<file path="src/rtl/acc_pkg.sv">
package acc_pkg;

    localparam int XLEN = 32;

    // register word addresses
    localparam logic [4:0] A_STATUS = 5'h10;
    localparam logic [4:0] A_CMD    = 5'h11;
    localparam logic [4:0] A_AUTO   = 5'h12;

    localparam int STAT_ERR_LSB = 8;
    localparam int STAT_BUSY    = 12;
    localparam int AUTO_PROG_LSB = 16;

    // error codes
    localparam logic [2:0] ERR_NONE  = 3'd0;
    localparam logic [2:0] ERR_BUSY  = 3'd1;
    localparam logic [2:0] ERR_NOSUP = 3'd2;
    localparam logic [2:0] ERR_HALT  = 3'd4;

    localparam logic [2:0]  SIZE_WORD = 3'd2;
    localparam logic [10:0] REG_GRP   = 11'h080; // 0x1000 >> 5

    typedef struct packed {
        logic [7:0]  kind;
        logic        rsv_hi;
        logic [2:0]  size;
        logic [1:0]  rsv_lo;
        logic        transfer;
        logic        write;
        logic [15:0] regno;
    } acc_cmd_t;

    typedef enum logic [1:0] {
        ST_IDLE = 2'd0,
        ST_REQ  = 2'd1
    } acc_state_e;

    function automatic logic [2:0] cmd_check(input acc_cmd_t c, input logic halted);
        logic [2:0] e;
        e = ERR_NONE;
        if (c.kind != 8'd0 || c.rsv_hi || c.rsv_lo != 2'b00)
            e = ERR_NOSUP;
        else if (c.transfer) begin
            if (c.size != SIZE_WORD || c.regno[15:5] != REG_GRP)
                e = ERR_NOSUP;
            else if (!halted)
                e = ERR_HALT;
        end
        return e;
    endfunction

endpackage

</file>
<file path="src/rtl/acc_decode.sv">
module acc_decode
    import acc_pkg::*;
(
    input  acc_cmd_t   cmd_i,
    input  logic       halted_i,
    output logic [2:0] err_o,
    output logic       go_o
);
    always_comb begin
        err_o = cmd_check(cmd_i, halted_i);
        go_o  = (err_o == ERR_NONE) && cmd_i.transfer;
    end
endmodule

</file>
<file path="src/rtl/acc_regs.sv">
module acc_regs
    import acc_pkg::*;
#(
    parameter int NDATA = 2,
    parameter int NPROG = 2
) (
    input  logic            clk,
    input  logic            rst,
    input  logic            reg_we,
    input  logic            reg_re,
    input  logic [4:0]      reg_addr,
    input  logic [XLEN-1:0] reg_wdata,
    input  logic            load_en,
    input  logic [XLEN-1:0] load_val,
    input  logic            busy,
    input  logic [2:0]      cmderr,
    output logic [XLEN-1:0] data0,
    output logic [XLEN-1:0] rdata,
    output logic            auto_hit
);
    logic [XLEN-1:0]  data_q [NDATA];
    logic [XLEN-1:0]  prog_q [NPROG];
    logic [NDATA-1:0] amask_d;
    logic [NPROG-1:0] amask_p;

    logic       in_data, in_prog;
    logic [2:0] idx;

    assign idx     = reg_addr[2:0];
    assign in_data = (reg_addr[4:3] == 2'b00) && (int'(idx) < NDATA);
    assign in_prog = (reg_addr[4:3] == 2'b01) && (int'(idx) < NPROG);

    genvar gi;
    generate
        for (gi = 0; gi < NDATA; gi++) begin : g_data
            always_ff @(posedge clk) begin
                if (rst)
                    data_q[gi] <= '0;
                else if (gi == 0 && load_en)
                    data_q[gi] <= load_val;
                else if (reg_we && in_data && int'(idx) == gi)
                    data_q[gi] <= reg_wdata;
            end
        end
        for (gi = 0; gi < NPROG; gi++) begin : g_prog
            always_ff @(posedge clk) begin
                if (rst)
                    prog_q[gi] <= '0;
                else if (reg_we && in_prog && int'(idx) == gi)
                    prog_q[gi] <= reg_wdata;
            end
        end
    endgenerate

    always_ff @(posedge clk) begin
        if (rst) begin
            amask_d <= '0;
            amask_p <= '0;
        end else if (reg_we && reg_addr == A_AUTO) begin
            amask_d <= reg_wdata[NDATA-1:0];
            amask_p <= reg_wdata[AUTO_PROG_LSB +: NPROG];
        end
    end

    assign data0 = data_q[0];

    always_comb begin
        auto_hit = 1'b0;
        for (int i = 0; i < NDATA; i++)
            if (in_data && int'(idx) == i && amask_d[i]) auto_hit = 1'b1;
        for (int i = 0; i < NPROG; i++)
            if (in_prog && int'(idx) == i && amask_p[i]) auto_hit = 1'b1;
        auto_hit = auto_hit && (reg_we || reg_re);
    end

    always_comb begin
        rdata = '0;
        if (in_data) begin
            for (int i = 0; i < NDATA; i++)
                if (int'(idx) == i) rdata = data_q[i];
        end else if (in_prog) begin
            for (int i = 0; i < NPROG; i++)
                if (int'(idx) == i) rdata = prog_q[i];
        end else if (reg_addr == A_STATUS) begin
            rdata[STAT_ERR_LSB +: 3] = cmderr;
            rdata[STAT_BUSY]         = busy;
        end else if (reg_addr == A_AUTO) begin
            rdata[NDATA-1:0]             = amask_d;
            rdata[AUTO_PROG_LSB +: NPROG] = amask_p;
        end
    end
endmodule

</file>
<file path="src/rtl/acc_fsm.sv">
module acc_fsm
    import acc_pkg::*;
#(
    parameter int NHART = 4,
    parameter int HW    = 2
) (
    input  logic             clk,
    input  logic             rst,
    input  logic             start,
    input  logic [15:0]      start_regno,
    input  logic             start_write,
    input  logic [HW-1:0]    hart_sel,
    input  logic [NHART-1:0] hart_ready,
    input  logic [NHART-1:0] hart_halted,
    output logic             xfer_valid,
    output logic [HW-1:0]    xfer_hart,
    output logic [15:0]      xfer_regno,
    output logic             xfer_write,
    output logic             busy,
    output logic             done_read,
    output logic             abort
);
    acc_state_e state_q, state_d;
    logic [HW-1:0] hart_q;
    logic [15:0]   regno_q;
    logic          write_q;
    logic          cur_halted, cur_ready;

    assign cur_halted = hart_halted[hart_q];
    assign cur_ready  = hart_ready[hart_q];

    always_comb begin
        state_d   = state_q;
        done_read = 1'b0;
        abort     = 1'b0;
        case (state_q)
            ST_IDLE: if (start) state_d = ST_REQ;
            ST_REQ: begin
                if (!cur_halted) begin
                    abort   = 1'b1;
                    state_d = ST_IDLE;
                end else if (cur_ready) begin
                    done_read = !write_q;
                    state_d   = ST_IDLE;
                end
            end
            default: state_d = ST_IDLE;
        endcase
    end

    always_ff @(posedge clk) begin
        if (rst) begin
            state_q <= ST_IDLE;
            hart_q  <= '0;
            regno_q <= '0;
            write_q <= 1'b0;
        end else begin
            state_q <= state_d;
            if (state_q == ST_IDLE && start) begin
                hart_q  <= hart_sel;
                regno_q <= start_regno;
                write_q <= start_write;
            end
        end
    end

    assign busy       = (state_q != ST_IDLE);
    assign xfer_valid = (state_q == ST_REQ);
    assign xfer_hart  = hart_q;
    assign xfer_regno = regno_q;
    assign xfer_write = write_q;
endmodule

</file>
<file path="src/rtl/abs_cmd_ctrl.sv">
module abs_cmd_ctrl
    import acc_pkg::*;
#(
    parameter int NHART = 4,
    parameter int NDATA = 2,
    parameter int NPROG = 2,
    localparam int HW   = (NHART > 1) ? $clog2(NHART) : 1
) (
    input  logic             clk,
    input  logic             rst,
    input  logic             reg_we,
    input  logic             reg_re,
    input  logic [4:0]       reg_addr,
    input  logic [31:0]      reg_wdata,
    output logic [31:0]      reg_rdata,
    input  logic [HW-1:0]    hart_sel,
    input  logic [NHART-1:0] hart_halted,
    input  logic [NHART-1:0] hart_ready,
    input  logic [31:0]      xfer_rdata,
    output logic             xfer_valid,
    output logic [HW-1:0]    xfer_hart,
    output logic [15:0]      xfer_regno,
    output logic             xfer_write,
    output logic [31:0]      xfer_wdata
);
    logic [2:0] cmderr_q;
    acc_cmd_t   last_cmd_q, exec_cmd;
    logic       cmd_wr, stat_wr, auto_hit, trig;
    logic       busy, done_read, abort, start;
    logic [2:0] dec_err;
    logic       dec_go;
    logic [31:0] data0;

    assign cmd_wr   = reg_we && reg_addr == A_CMD;
    assign stat_wr  = reg_we && reg_addr == A_STATUS;
    assign trig     = cmd_wr || auto_hit;
    assign exec_cmd = cmd_wr ? acc_cmd_t'(reg_wdata) : last_cmd_q;
    assign start    = trig && !busy && cmderr_q == ERR_NONE && dec_go;

    acc_decode u_dec (
        .cmd_i    (exec_cmd),
        .halted_i (hart_halted[hart_sel]),
        .err_o    (dec_err),
        .go_o     (dec_go)
    );

    acc_regs #(.NDATA(NDATA), .NPROG(NPROG)) u_regs (
        .clk       (clk),
        .rst       (rst),
        .reg_we    (reg_we),
        .reg_re    (reg_re),
        .reg_addr  (reg_addr),
        .reg_wdata (reg_wdata),
        .load_en   (done_read),
        .load_val  (xfer_rdata),
        .busy      (busy),
        .cmderr    (cmderr_q),
        .data0     (data0),
        .rdata     (reg_rdata),
        .auto_hit  (auto_hit)
    );

    acc_fsm #(.NHART(NHART), .HW(HW)) u_fsm (
        .clk         (clk),
        .rst         (rst),
        .start       (start),
        .start_regno (exec_cmd.regno),
        .start_write (exec_cmd.write),
        .hart_sel    (hart_sel),
        .hart_ready  (hart_ready),
        .hart_halted (hart_halted),
        .xfer_valid  (xfer_valid),
        .xfer_hart   (xfer_hart),
        .xfer_regno  (xfer_regno),
        .xfer_write  (xfer_write),
        .busy        (busy),
        .done_read   (done_read),
        .abort       (abort)
    );

    assign xfer_wdata = data0;

    always_ff @(posedge clk) begin
        if (rst) begin
            cmderr_q   <= ERR_NONE;
            last_cmd_q <= '0;
        end else begin
            if (stat_wr)
                cmderr_q <= cmderr_q & ~reg_wdata[STAT_ERR_LSB +: 3];
            if (abort && cmderr_q == ERR_NONE)
                cmderr_q <= ERR_HALT;
            else if (trig && cmderr_q == ERR_NONE) begin
                if (busy)
                    cmderr_q <= ERR_BUSY;
                else if (dec_err != ERR_NONE)
                    cmderr_q <= dec_err;
            end
            if (cmd_wr && !busy && cmderr_q == ERR_NONE)
                last_cmd_q <= acc_cmd_t'(reg_wdata);
        end
    end
endmodule

</file>
<file path="config.mk">
export PLATFORM = sky130hd
export DESIGN_NAME = abs_cmd_ctrl
export DESIGN_NICKNAME = d
export VERILOG_FILES = /design/src/rtl/acc_pkg.sv /design/src/rtl/acc_decode.sv /design/src/rtl/acc_regs.sv /design/src/rtl/acc_fsm.sv /design/src/rtl/abs_cmd_ctrl.sv
export SDC_FILE = /design/constraint.sdc
export NUM_CORES = 1
export LEC_CHECK = 0
export ABC_AREA = 1
export BUFFER_PORTS_ARGS = -buffer_cell sky130_fd_sc_hd__buf_2
export CAP_MARGIN = 20
export CORE_MARGIN = 1
export CORE_UTILIZATION = 40
export CTS_BUF_LIST = sky130_fd_sc_hd__clkbuf_8
export CTS_CLUSTER_SIZE = 30
export DETAILED_ROUTE_END_ITERATION = 10
export SLEW_MARGIN = 20
export SYNTH_ARGS = -nofsm -noshare
export SYNTH_HDL_FRONTEND = slang
export SYNTH_SLANG_ARGS = --single-unit
</file>
<file path="constraint.sdc">
create_clock -name clk -period 5 [get_ports clk]
set_input_delay 1 -clock clk [delete_from_list [all_inputs] [get_ports clk]]
set_output_delay 1 -clock clk [all_outputs]
set_load 0.03 [all_outputs]
</file>
== Word level (Yosys, flattened, before mapping) ==
Memories as Yosys holds them, arrays and structs flattened.
Cells that the tools add are included.
Widths: inputs -> output; s select.
Storage, ports and cells
  bits in registers: 60
  RAM bits: 128
  output and inout port bits: 84
  logic and storage cells: 155
  memories kept: 2
Memory list
  u_regs.data_q: depth 2, width 32, read ports 2, clocked after memory_dff 0, wr ports 2, RTL line acc_regs.sv:21  | logic [XLEN-1:0] data_q [NDATA];
  u_regs.prog_q: depth 2, width 32, read ports 2, clocked after memory_dff 0, wr ports 2, RTL line acc_regs.sv:22  | logic [XLEN-1:0] prog_q [NPROG];
Operators by class
  order comparisons: 3
  equality and inequality tests: 10
  muxes and demuxes: 71
  bitwise operators: 7
  reductions and logical operators: 47
Operators by type and width (number)
  $mux 32: 11
  $mux 3: 12
  $mux 1: 33
  $logic_and 1x1->1: 29
  $mux 2: 9
  $eq 5x5->1 const B: 3
  $mux 14: 1
  $ne 11x8->1 const B: 1
  $logic_not 3->1: 3
  $reduce_bool 8->1: 1
  $bmux 1 s2: 3
  $lt 2x3->1 const B: 2
  $mux 6: 1
  $logic_or 1x1->1: 5
  $or 1x1->1: 5
  $eq 2x1->1 const B: 2
  $logic_not 2->1: 2
  $pmux 2 s2: 1
  $reduce_bool 2->1: 2
  $and 3x3->3: 1
  $eq 3x2->1 const B: 1
  $lt 3x2->1 const B: 1
  $ne 3x2->1 const B: 1
  $ne 3x3->1 const B: 1
  other kinds (6): 7

== Longest topological paths before layout ==
Gate-level depths: netlist of run 1.
  word-level depth: 15
  gate-level depth with buffers: 16

== Cells and area by module ==
A second synthesis of run 1 with hierarchy kept.
Second synthesis, totals
  cells, all modules: 1131
  area total of the unflattened synthesis: 9162.5 µm²
Modules (own cells, without submodules)
  acc_regs: times used 1, cells an instance 725, area each 6374.9 µm², sequential area each 3923.8 µm²
  abs_cmd_ctrl: times used 1, cells an instance 261, area each 1808.0 µm², sequential area each 700.7 µm²
  acc_fsm: times used 1, cells an instance 109, area each 827.0 µm², sequential area each 400.4 µm²
  acc_decode: times used 1, cells an instance 36, area each 152.6 µm², sequential area each 0.0 µm²

== Worst setup path after synthesis of run 1 ==
OpenSTA, ideal clock, no wires.
  path type: input to register
  from: input reg_addr[3]
  to: memory u_regs.prog_q[0][0], enable pin
  arrival time: 3.737 ns
  slack: 0.798 ns
  stages on the path: 6
  path buffers: 0
  cell sequence: inv_1 -> nor2_1 -> nand2_1 -> nor2_1 -> inv_1 -> o21ai_0
RTL lines
  from (decl): RTL line abs_cmd_ctrl.sv:13  | input logic [4:0] reg_addr,
  to (decl): RTL line acc_regs.sv:22

== Final worst setup path of run 1 ==
  from: input reg_addr[0]
  to: output reg_rdata[16]
On the way
  longest elaborated chain between the ends: 5
  elaborated cells on any way between the ends: 15
  classes of those cells: order compare (1); eq/ne (3); mux (8); reduce/logical (3)
RTL lines
  $eq 5x5->1 / $logic_not 3->1 (equally long branches): RTL line acc_regs.sv:87, acc_regs.sv:80, acc_regs.sv:83
  $mux 2 / $mux 32 (equally long branches): RTL line acc_regs.sv:87, acc_regs.sv:83
  $mux 2 / $mux 32 (equally long branches): RTL line acc_regs.sv:84, acc_regs.sv:83
  $mux 2: RTL line acc_regs.sv:81  | end else if (in_prog) begin
  $mux 32 *: RTL line acc_regs.sv:78  | if (in_data) begin
  to (decl): RTL line abs_cmd_ctrl.sv:15  | output logic [31:0] reg_rdata,
Every way passes the cells marked *; elsewhere a longest branch is shown, timed or not.

==> results.json, run 1 <==
{
  "clkPwrFrac": 0.339,
  "cts_resized": 0,
  "clkLatencyLatePin_ns": 0.47,
  "clk_path_buf_depth": 2,
  "synthArstFlopShare": 0,
  "grt.overflow.total": 0,
  "initial_utilization": 0.408,
  "p_sw_frac": 0.260,
  "cp.arrival_ns": 2.99,
  "drt-total-wl_um": 23900,
  "cts_tree": "done",
  "startpoint": "reg_addr[0]",
  "grt_pass1_wl_um": 36200,
  "cts_root_buffer": "clkbuf_8",
  "reg2reg_setup_slack_ns": 2.42,
  "rr_endpoint": "u_regs.data_q[0][2]",
  "io_buffers": 166,
  "routabilityCongestion": 0.814,
  "area_delta_synth_final_pct": 17.4,
  "drtAntennaViolNets": 0,
  "syn_inst": 898,
  "die_w_um": 148,
  "nFillCells": 2020,
  "hold_buffers": 0,
  "post_cts_buffers": 0,
  "slew_violations": 0,
  "layout_commonest_cell": "buf_2",
  "nNetsFinal": 1127,
  "r2r-start": "u_fsm.xfer_hart[0]",
  "drc": 0,
  "cp_max_fo": 30,
  "status": "finished clean",
  "stdcell_area_um2": 10100,
  "final-seq-area_um2": 5020,
  "yosys_warnings": 0,
  "powerDensity_nw_per_um2": 301,
  "pwr-share-seq": 0.573,
  "drive_above_1_share": 0.225,
  "finClkSkew_ns": 0.0150,
  "finalSetupTns_ns": 0,
  "worstMarginPinSlew_ns": 0.996,
  "multi_input_area_um2": 2890,
  "die-area_um2": 22000,
  "cts_buffers": 17,
  "grt_pass1_vias": 6496,
  "vias": 6998,
  "yosysSeqAreaShare": 0.586,
  "critPathKind": "input pin to primary output",
  "setup_violations": 0,
  "worstHoldStart": "u_fsm.xfer_regno[7]",
  "cp-endpoint": "reg_rdata[16]",
  "hpwl_um": 16400,
  "ys_types": 35,
  "dpl_cell_area_um2": 9660,
  "vdd_drop_max_mv": 0.163,
  "syn_area_um2": 8570,
  "drt_pre_antenna_iters": 5,
  "layout_min_cycle_time_ns": 3.99,
  "drv_cap": 0,
  "chipHeight_um": 148,
  "viasPerCell": 5.25,
  "io_pins": 167,
  "rsz0062_at_grt": "false",
  "cp-end-kind": "primary output",
  "p_leak_nw": 4.42,
  "placementRows": 53,
  "cts.sinks": 187,
  "ys_ff_latch": 187,
  "cts_htree_levels": 4,
  "hold_viol": 0,
  "grt.total_usage": 0.220,
  "hold_path_class": "flip-flop to flip-flop",
  "pwr-share-comb": 0.089,
  "wl_per_cell_um": 18.0,
  "grt_max_degree": 46,
  "critPathLaunchType": "input pin",
  "synth-edff-count": 128,
  "maxSlewHeadroom": 0.335,
  "syn_nets": 981,
  "coreArea_um2": 21000,
  "antenna_found_initial": 1,
  "cts.clk_slew.worst_paths_ns": 0.10,
  "synth_area_per_cell_um2": 9.54,
  "switchingPower_uw": 788,
  "r2r_cells": 5,
  "required_ns": 4.00,
  "drt_iter0_markers": 536,
  "period_share": 0.799,
  "fmax_ghz": 0.250,
  "yosys_most_used_dff": "edfxtp_1",
  "layout_common_cells": "buf_2 (166), nor2_1 (144), edfxtp_1 (128), inv_1 (117), nand2_1 (104)",
  "internal_power_mw": 2.24
}
## power groups by stage
stage,sequential (mW),clock (mW),combinational (mW)
after floorplan,1.79,0,0.129
after global placement,1.77,0,0.267
after detailed placement,1.77,0,0.269
after CTS,1.73,1.05,0.270
after global routing,1.74,1.10,0.291
final,1.73,1.03,0.268
## worst min path at each step
stage / end / slack, ns / cells past startpoint
2_1_floorplan: last_cmd_q[10] / 0.42 / 2
3_3_place_gp: last_cmd_q[10] / 0.44 / 2
3_5_place_dp: last_cmd_q[10] / 0.44 / 2
4_1_cts: last_cmd_q[10] / 0.46 / 2
5_1_grt: u_fsm.xfer_regno[5] / 0.47 / 2
6_report: u_fsm.xfer_regno[7] / 0.46 / 2
## cells in the mapped netlist (3+ instances only)
| cell | n | area share |
|---|---|---|
| nand2_1 | 104 | 0.046 |
| buf_2 | 3 | 0.0018 |
| buf_4 | 4 | 0.0035 |
| a31oi_1 | 3 | 0.0022 |
| buf_6 | 3 | 0.0039 |
| nor2_1 | 146 | 0.064 |
| a21oi_1 | 48 | 0.028 |
| a22o_1 | 81 | 0.083 |
| nor2_4 | 3 | 0.0039 |
| a221oi_1 | 6 | 0.0061 |
| o22ai_1 | 33 | 0.024 |
| dfxtp_1 | 59 | 0.14 |
| inv_1 | 116 | 0.051 |
| nand4_1 | 4 | 0.0029 |
| clkbuf_1 | 42 | 0.018 |
| o21ai_0 | 52 | 0.030 |
| nand3_1 | 31 | 0.018 |
| edfxtp_1 | 128 | 0.45 |
| nor3_1 | 5 | 0.0029 |
| nand2_2 | 4 | 0.0029 |
| buf_1 | 4 | 0.0018 |
| nor2_2 | 3 | 0.0022 |
## flip-flops by register name, summed over array words and instances (netlist names)
name and count:
u_regs.amask_d 2, u_fsm.xfer_hart 2, last_cmd_q 32, u_regs.data_q 64, u_regs.prog_q 64, cmderr_q 3, u_fsm.xfer_regno 16, u_fsm.state_q 1
u_fsm.xfer_write 1, u_regs.amask_p 2
## worst max-delay path: stages
cell	delay, ns
buf_2	0.24
inv_1	0.22
nor2_4	0.47
buf_4	0.42
a22o_1	0.18
nand2_1	0.05
a31oi_1	0.16
buf_2	0.23
## kinds of logic (layout without fill, tap and decap cells)
| logic type | Yosys count | after routing | synth area share |
|---|---|---|---|
| AO/OA/AOI/OAI | 230 | 230 | 0.180 |
| AND/OR/NAND/NOR | 307 | 307 | 0.152 |
| buffers and inverters | 174 | 333 | 0.0810 |
| flip-flops | 187 | 187 | 0.586 |
| other | 0 | 1 | 0 |
## final cells by class
cell class | count | area share
Sequential cell | 187 | 0.499
Multi-Input combinational cell | 537 | 0.288
Timing Repair Buffer | 183 | 0.0952
Inverter | 118 | 0.0440
Tap cell | 275 | 0.0342
Clock buffer | 17 | 0.0232
Clock inverter | 15 | 0.0162
Antenna cell | 1 | 0.000249
## routing by layer
layer / up-vias / routed length (µm) / GRT usage
met3: 22 / 1600 / 0.0408
met2: 257 / 10900 / 0.340
met4: 0 / 339 / 0.0670
met1: 3331 / 11100 / 0.312
li1: 3388 / - / -
met5: - / 0 / 0
## metrics by stage
| step | power [mW] | cells | hold slack, ns | setup WS, ns | util |
|---|---|---|---|---|---|
| 5_1_grt | 3.13 | 1332 | 0.474 | 0.877 | 0.479 |
| 3_3_place_gp | 2.04 | 1300 | 0.436 | 1.06 | 0.460 |
| 2_1_floorplan | 1.92 | 898 | 0.423 | 0.798 | - |
| 3_5_place_dp | 2.04 | 1300 | 0.441 | 1.02 | 0.460 |
| 4_1_cts | 3.05 | 1332 | 0.457 | 1.02 | 0.479 |
| 6_report | 3.03 | 1333 | 0.457 | 1.01 | 0.479 |
Note: power is estimated with default switching activity, not from simulation.
==> run 2: changes to the inputs <==
Settings changed: ABC_AREA 1 to 0.
Clock period 5 ns to 4.1 ns, I/O delays scaled along.
==> results.json, run 2 <==
{
  "layout_common_cells": "buf_2 (166), edfxtp_1 (128), and2_1 (103), dfxtp_1 (59), a22oi_1 (51)",
  "finClkSkew_ns": 0.0115,
  "die-area_um2": 21400,
  "grt.overflow.total": 0,
  "cp-end-kind": "primary output",
  "placementRows": 52,
  "synthArstFlopShare": 0,
  "reg2reg_setup_slack_ns": 1.54,
  "clk_path_buf_depth": 2,
  "cts_buffers": 17,
  "synthTopCellsByCount": "edfxtp_1 (128), and2_1 (103), dfxtp_1 (59)",
  "hold_path_class": "flip-flop to flip-flop",
  "ys_ff_latch": 187,
  "grt_pass1_vias": 6278,
  "post_cts_buffers": 0,
  "ys_types": 46,
  "total_power_mw": 3.69,
  "rsz0062_at_grt": "false",
  "viasPerCell": 5.52,
  "syn_area_um2": 8320,
  "yosys_warnings": 0,
  "maxSlewHeadroom": 0.354,
  "io_buffers": 166,
  "worstMarginPinSlew_ns": 0.969,
  "cts_resized": 0,
  "cp_max_fo": 64,
  "chipHeight_um": 146,
  "initial_utilization": 0.410,
  "grt_pass1_wl_um": 34700,
  "drive_above_1_share": 0.290,
  "nNetsFinal": 923,
  "setup_violations": 0,
  "yosysSeqAreaShare": 0.604,
  "cts_tree": "done",
  "fmax_ghz": 0.305,
  "wl_per_cell_um": 20.2,
  "syn_nets": 770,
  "syn_inst": 687,
  "cp.arrival_ns": 2.46,
  "drt-total-wl_um": 22700,
  "cts_root_buffer": "clkbuf_8",
  "clkLatencyLatePin_ns": 0.47,
  "cts_htree_levels": 4,
  "grt.total_usage": 0.213,
  "area_delta_synth_final_pct": 19.4,
  "drv_cap": 0,
  "routabilityCongestion": 0.785,
  "io_pins": 167,
  "p_leak_nw": 3.92,
  "vdd_drop_max_mv": 0.198,
  "layout_commonest_cell": "buf_2",
  "slew_violations": 0,
  "reg.largest.list": "u_regs.data_q: 64 flops, u_regs.prog_q: 64 flops, last_cmd_q: 32 flops",
  "hpwl_um": 15700,
  "critPathKind": "input pin to primary output",
  "synth.area.top_cells": "edfxtp_1 (46%), dfxtp_1 (14%), and2_1 (7.7%)",
  "synth-edff-count": 128,
  "synth_top_area_share": 0.462,
  "drc": 0,
  "yosysTopAreaCell": "edfxtp_1",
  "vias": 6199,
  "grt_max_degree": 65,
  "status": "finished clean",
  "max_stage_delay_ns": 0.32,
  "drt_iter0_markers": 393,
  "cp_slowest_cell": "buf_12",
  "period_share": 0.800,
  "yosys_most_used_dff": "edfxtp_1",
  "drt_pre_antenna_iters": 5,
  "hold_viol": 0,
  "cts.sinks": 187,
  "synth_area_per_cell_um2": 12.1,
  "layout_min_cycle_time_ns": 3.28,
  "die_w_um": 146,
  "finalSetupTns_ns": 0,
  "antenna_found_initial": 1,
  "cts.clk_slew.worst_paths_ns": 0.09,
  "hold_buffers": 0,
  "critPathLaunchType": "input pin",
  "coreArea_um2": 20300,
  "synth.most_common_cell": "edfxtp_1",
  "powerDensity_nw_per_um2": 371,
  "required_ns": 3.28,
  "crit_chain": "buf_2 > nor3b_2 > buf_12 > a22oi_1 > a21oi_1 > a21oi_1 > nor2_1 > buf_2",
  "drtAntennaViolNets": 0
}
## run 2: layout make-up
| cell class | instances | area [µm²] |
|---|---|---|
| multi-input combinational | 447 | 3140 |
| inverter | 2 | 7.51 |
| antenna | 1 | 2.50 |
| sequential | 187 | 5020 |
| timing repair buffer | 185 | 1010 |
| tap | 270 | 338 |
| clock buffer | 17 | 234 |
| fill | 1842 | 10400 |
| clock inverter | 15 | 183 |
## run 2: report_power, final
part	switching, mW	internal [mW]
Sequential	0.0282	2.08
Clock	0.713	0.565
Combinational	0.209	0.0941
## run 2: logic make-up after synthesis
kind of cell           share of synthesized area
buffers and inverters                     0.0257
DFF                                        0.604
AOI/OAI and AO/OA                          0.144
muxes                                     0.0641
and+or+nand+nor                            0.163
## run 2: stage by stage
stage / hold WS [ns] / cells / setup slack, ns / instance area, µm² / util
floorplan: 0.446 / 687 / 0.605 / 8320 / -
detailed placement: 0.441 / 1091 / 0.819 / 9520 / 0.469
global route: 0.474 / 1124 / 0.695 / 9940 / 0.489
finish: 0.462 / 1124 / 0.818 / 9940 / 0.489
global placement: 0.433 / 1091 / 0.857 / 9520 / 0.469
CTS: 0.461 / 1123 / 0.812 / 9930 / 0.489
## run 2: layer usage
layer / vias to the layer above / GRT usage / wire length [µm]
met3: 33 / 0.0431 / 1350
met4: 0 / 0.0688 / 377
li1: 2894 / - / -
met5: - / 0 / 0
met2: 225 / 0.368 / 11400
met1: 3047 / 0.268 / 9660
## run 2: critical path: cells and delay by family
kind            cells  cell delay (ns)
buf+inv             3             0.78
compound gates      3             0.42
simple gates        2             0.42
## run 2: path summary, 6_finish.rpt
kind	from	end	depth (start not counted)
hold / removal	u_fsm.xfer_regno[12]	u_fsm.xfer_regno[12]	2
setup reg to reg	u_fsm.xfer_hart[0]	u_regs.data_q[0][25]	5
hold reg to reg	u_fsm.xfer_regno[12]	u_fsm.xfer_regno[12]	2
setup / recovery	reg_addr[0]	reg_rdata[17]	8
==> run 3: changes to the inputs <==
Clock period 4.1 ns to 3.4 ns, I/O delays scaled along.
==> results.json, run 3 (synthesis results as in run 2) <==
{
  "status": "finished clean",
  "pwr-share-comb": 0.083,
  "io_buffers": 166,
  "cts_htree_levels": 4,
  "cts.sinks": 187,
  "placementRows": 52,
  "drc": 0,
  "stdcell_area_um2": 9990,
  "die-area_um2": 21400,
  "antenna_cells": 0,
  "cts_tree": "done",
  "drive_above_1_share": 0.292,
  "cp-end-kind": "primary output",
  "max_stage_delay_ns": 0.33,
  "drt_iter0_markers": 502,
  "cts_root_buffer": "clkbuf_8",
  "internal_power_mw": 3.39,
  "hold_viol": 0,
  "path_delay_family": "buffers and inverters",
  "nFillCells": 1862,
  "layout_common_cells": "buf_2 (166), edfxtp_1 (128), and2_1 (103), dfxtp_1 (59), a22oi_1 (51)",
  "cp_max_fo": 37,
  "cts_resized": 0,
  "grt_pass1_wl_um": 35600,
  "crit_top_cell": "buf_2",
  "drt_pre_antenna_iters": 7,
  "viasPerCell": 5.52,
  "dpl_cell_area_um2": 9580,
  "layout_commonest_cell": "buf_2",
  "clkPwrFrac": 0.347,
  "crit_buf_inv": 4,
  "worstMarginPinSlew_ns": 0.700,
  "layout_min_cycle_time_ns": 3.02,
  "p_sw_frac": 0.240,
  "placed_cells": 1098,
  "critPathKind": "input pin to primary output",
  "drt-total-wl_um": 23100,
  "grt_max_degree": 61,
  "hold_buffers": 0,
  "rsz0062_at_grt": "false",
  "pwr-share-seq": 0.571,
  "wl_per_cell_um": 20.5,
  "cts.clk_slew.worst_paths_ns": 0.09,
  "vias": 6232,
  "coreArea_um2": 20300,
  "clkLatencyLatePin_ns": 0.46,
  "routabilityCongestion": 0.820,
  "finalSetupTns_ns": 0,
  "period_share": 0.888,
  "final_cells": 1130,
  "switchingPower_mw": 1.07,
  "vdd_drop_max_mv": 0.244,
  "total_power_mw": 4.45,
  "grt_pass1_vias": 6426,
  "finClkSkew_ns": 0.00900,
  "cts_buffers": 17,
  "hold_path_class": "flip-flop to flip-flop",
  "setup_violations": 0,
  "powerDensity_nw_per_um2": 446,
  "slew_violations": 0,
  "chipHeight_um": 146,
  "nNetsFinal": 930,
  "initial_utilization": 0.410,
  "cp_slowest_cell": "buf_4",
  "critPathLaunchType": "input pin",
  "drv_cap": 0,
  "drtAntennaViolNets": 0,
  "antenna_found_initial": 0,
  "cp.arrival_ns": 2.34,
  "final_util": 0.492,
  "io_pins": 167,
  "clk_path_buf_depth": 2,
  "crit_chain": "buf_2 > nor3b_2 > buf_12 > buf_4 > a22oi_1 > o22ai_1 > buf_2",
  "p_leak_nw": 3.97,
  "hpwl_um": 16000,
  "reg.largest.list": "u_regs.data_q: 64 flops, u_regs.prog_q: 64 flops, last_cmd_q: 32 flops",
  "grt.overflow.total": 0,
  "die_w_um": 146,
  "maxSlewHeadroom": 0.533,
  "grt.total_usage": 0.222,
  "post_cts_buffers": 0,
  "area_delta_synth_final_pct": 20.1,
  "required_ns": 2.72,
  "fmax_ghz": 0.331
}
[run 3: area by class of cell]
| cell class | count | area (µm²) | share of cell area |
|---|---|---|---|
| clock buffers | 19 | 262 | 0.0262 |
| clock inverters | 13 | 148 | 0.0148 |
| inverters | 2 | 7.51 | 0.000751 |
| multi-input cells | 447 | 3140 | 0.314 |
| flip-flops and latches | 187 | 5020 | 0.503 |
| well taps | 270 | 338 | 0.0338 |
| repair buffers | 192 | 1080 | 0.108 |
[run 3: final timing paths]
check | start | to | slack (ns) | depth (start not counted)
min | u_fsm.xfer_regno[12] | u_fsm.xfer_regno[12] | 0.46 | 2
min reg2reg | u_fsm.xfer_regno[12] | u_fsm.xfer_regno[12] | 0.46 | 2
max | reg_addr[0] | reg_rdata[20] | 0.38 | 7
max reg2reg | u_fsm.xfer_hart[0] | u_regs.data_q[0][27] | 1.04 | 5
[run 3: metal layers]
layer  global-route usage  vias to the layer above  wire length (µm)
met3               0.0609                       42              1630
li1                     -                     2909                 -
met4               0.0760                        0               515
met5                    0                        -                 0
met1                0.275                     3058              9620
met2                0.372                      223             11400
[run 3: worst reg2reg max path, cell delays in order (launching register included)]
cell	delay, ns
dfxtp_1	0.37
mux4_2	0.40
nand4b_1	0.21
nor2_2	0.61
buf_4	0.43
a22o_1	0.22
[run 3: per-stage QoR]
step,worst slack [ns],hold WS (ns)
final,0.381,0.463
after global routing,0.220,0.472
after CTS,0.383,0.466
after detailed placement,0.384,0.439
after global placement,0.436,0.432
after floorplan,0.0449,0.446
[run 3: power groups by stage]
stage,clock network (mW),registers [mW],logic (mW)
after floorplan,0,2.63,0.145
after global placement,0,2.59,0.362
after detailed placement,0,2.59,0.371
after CTS,1.57,2.54,0.372
after global routing,1.67,2.55,0.397
final,1.54,2.54,0.369
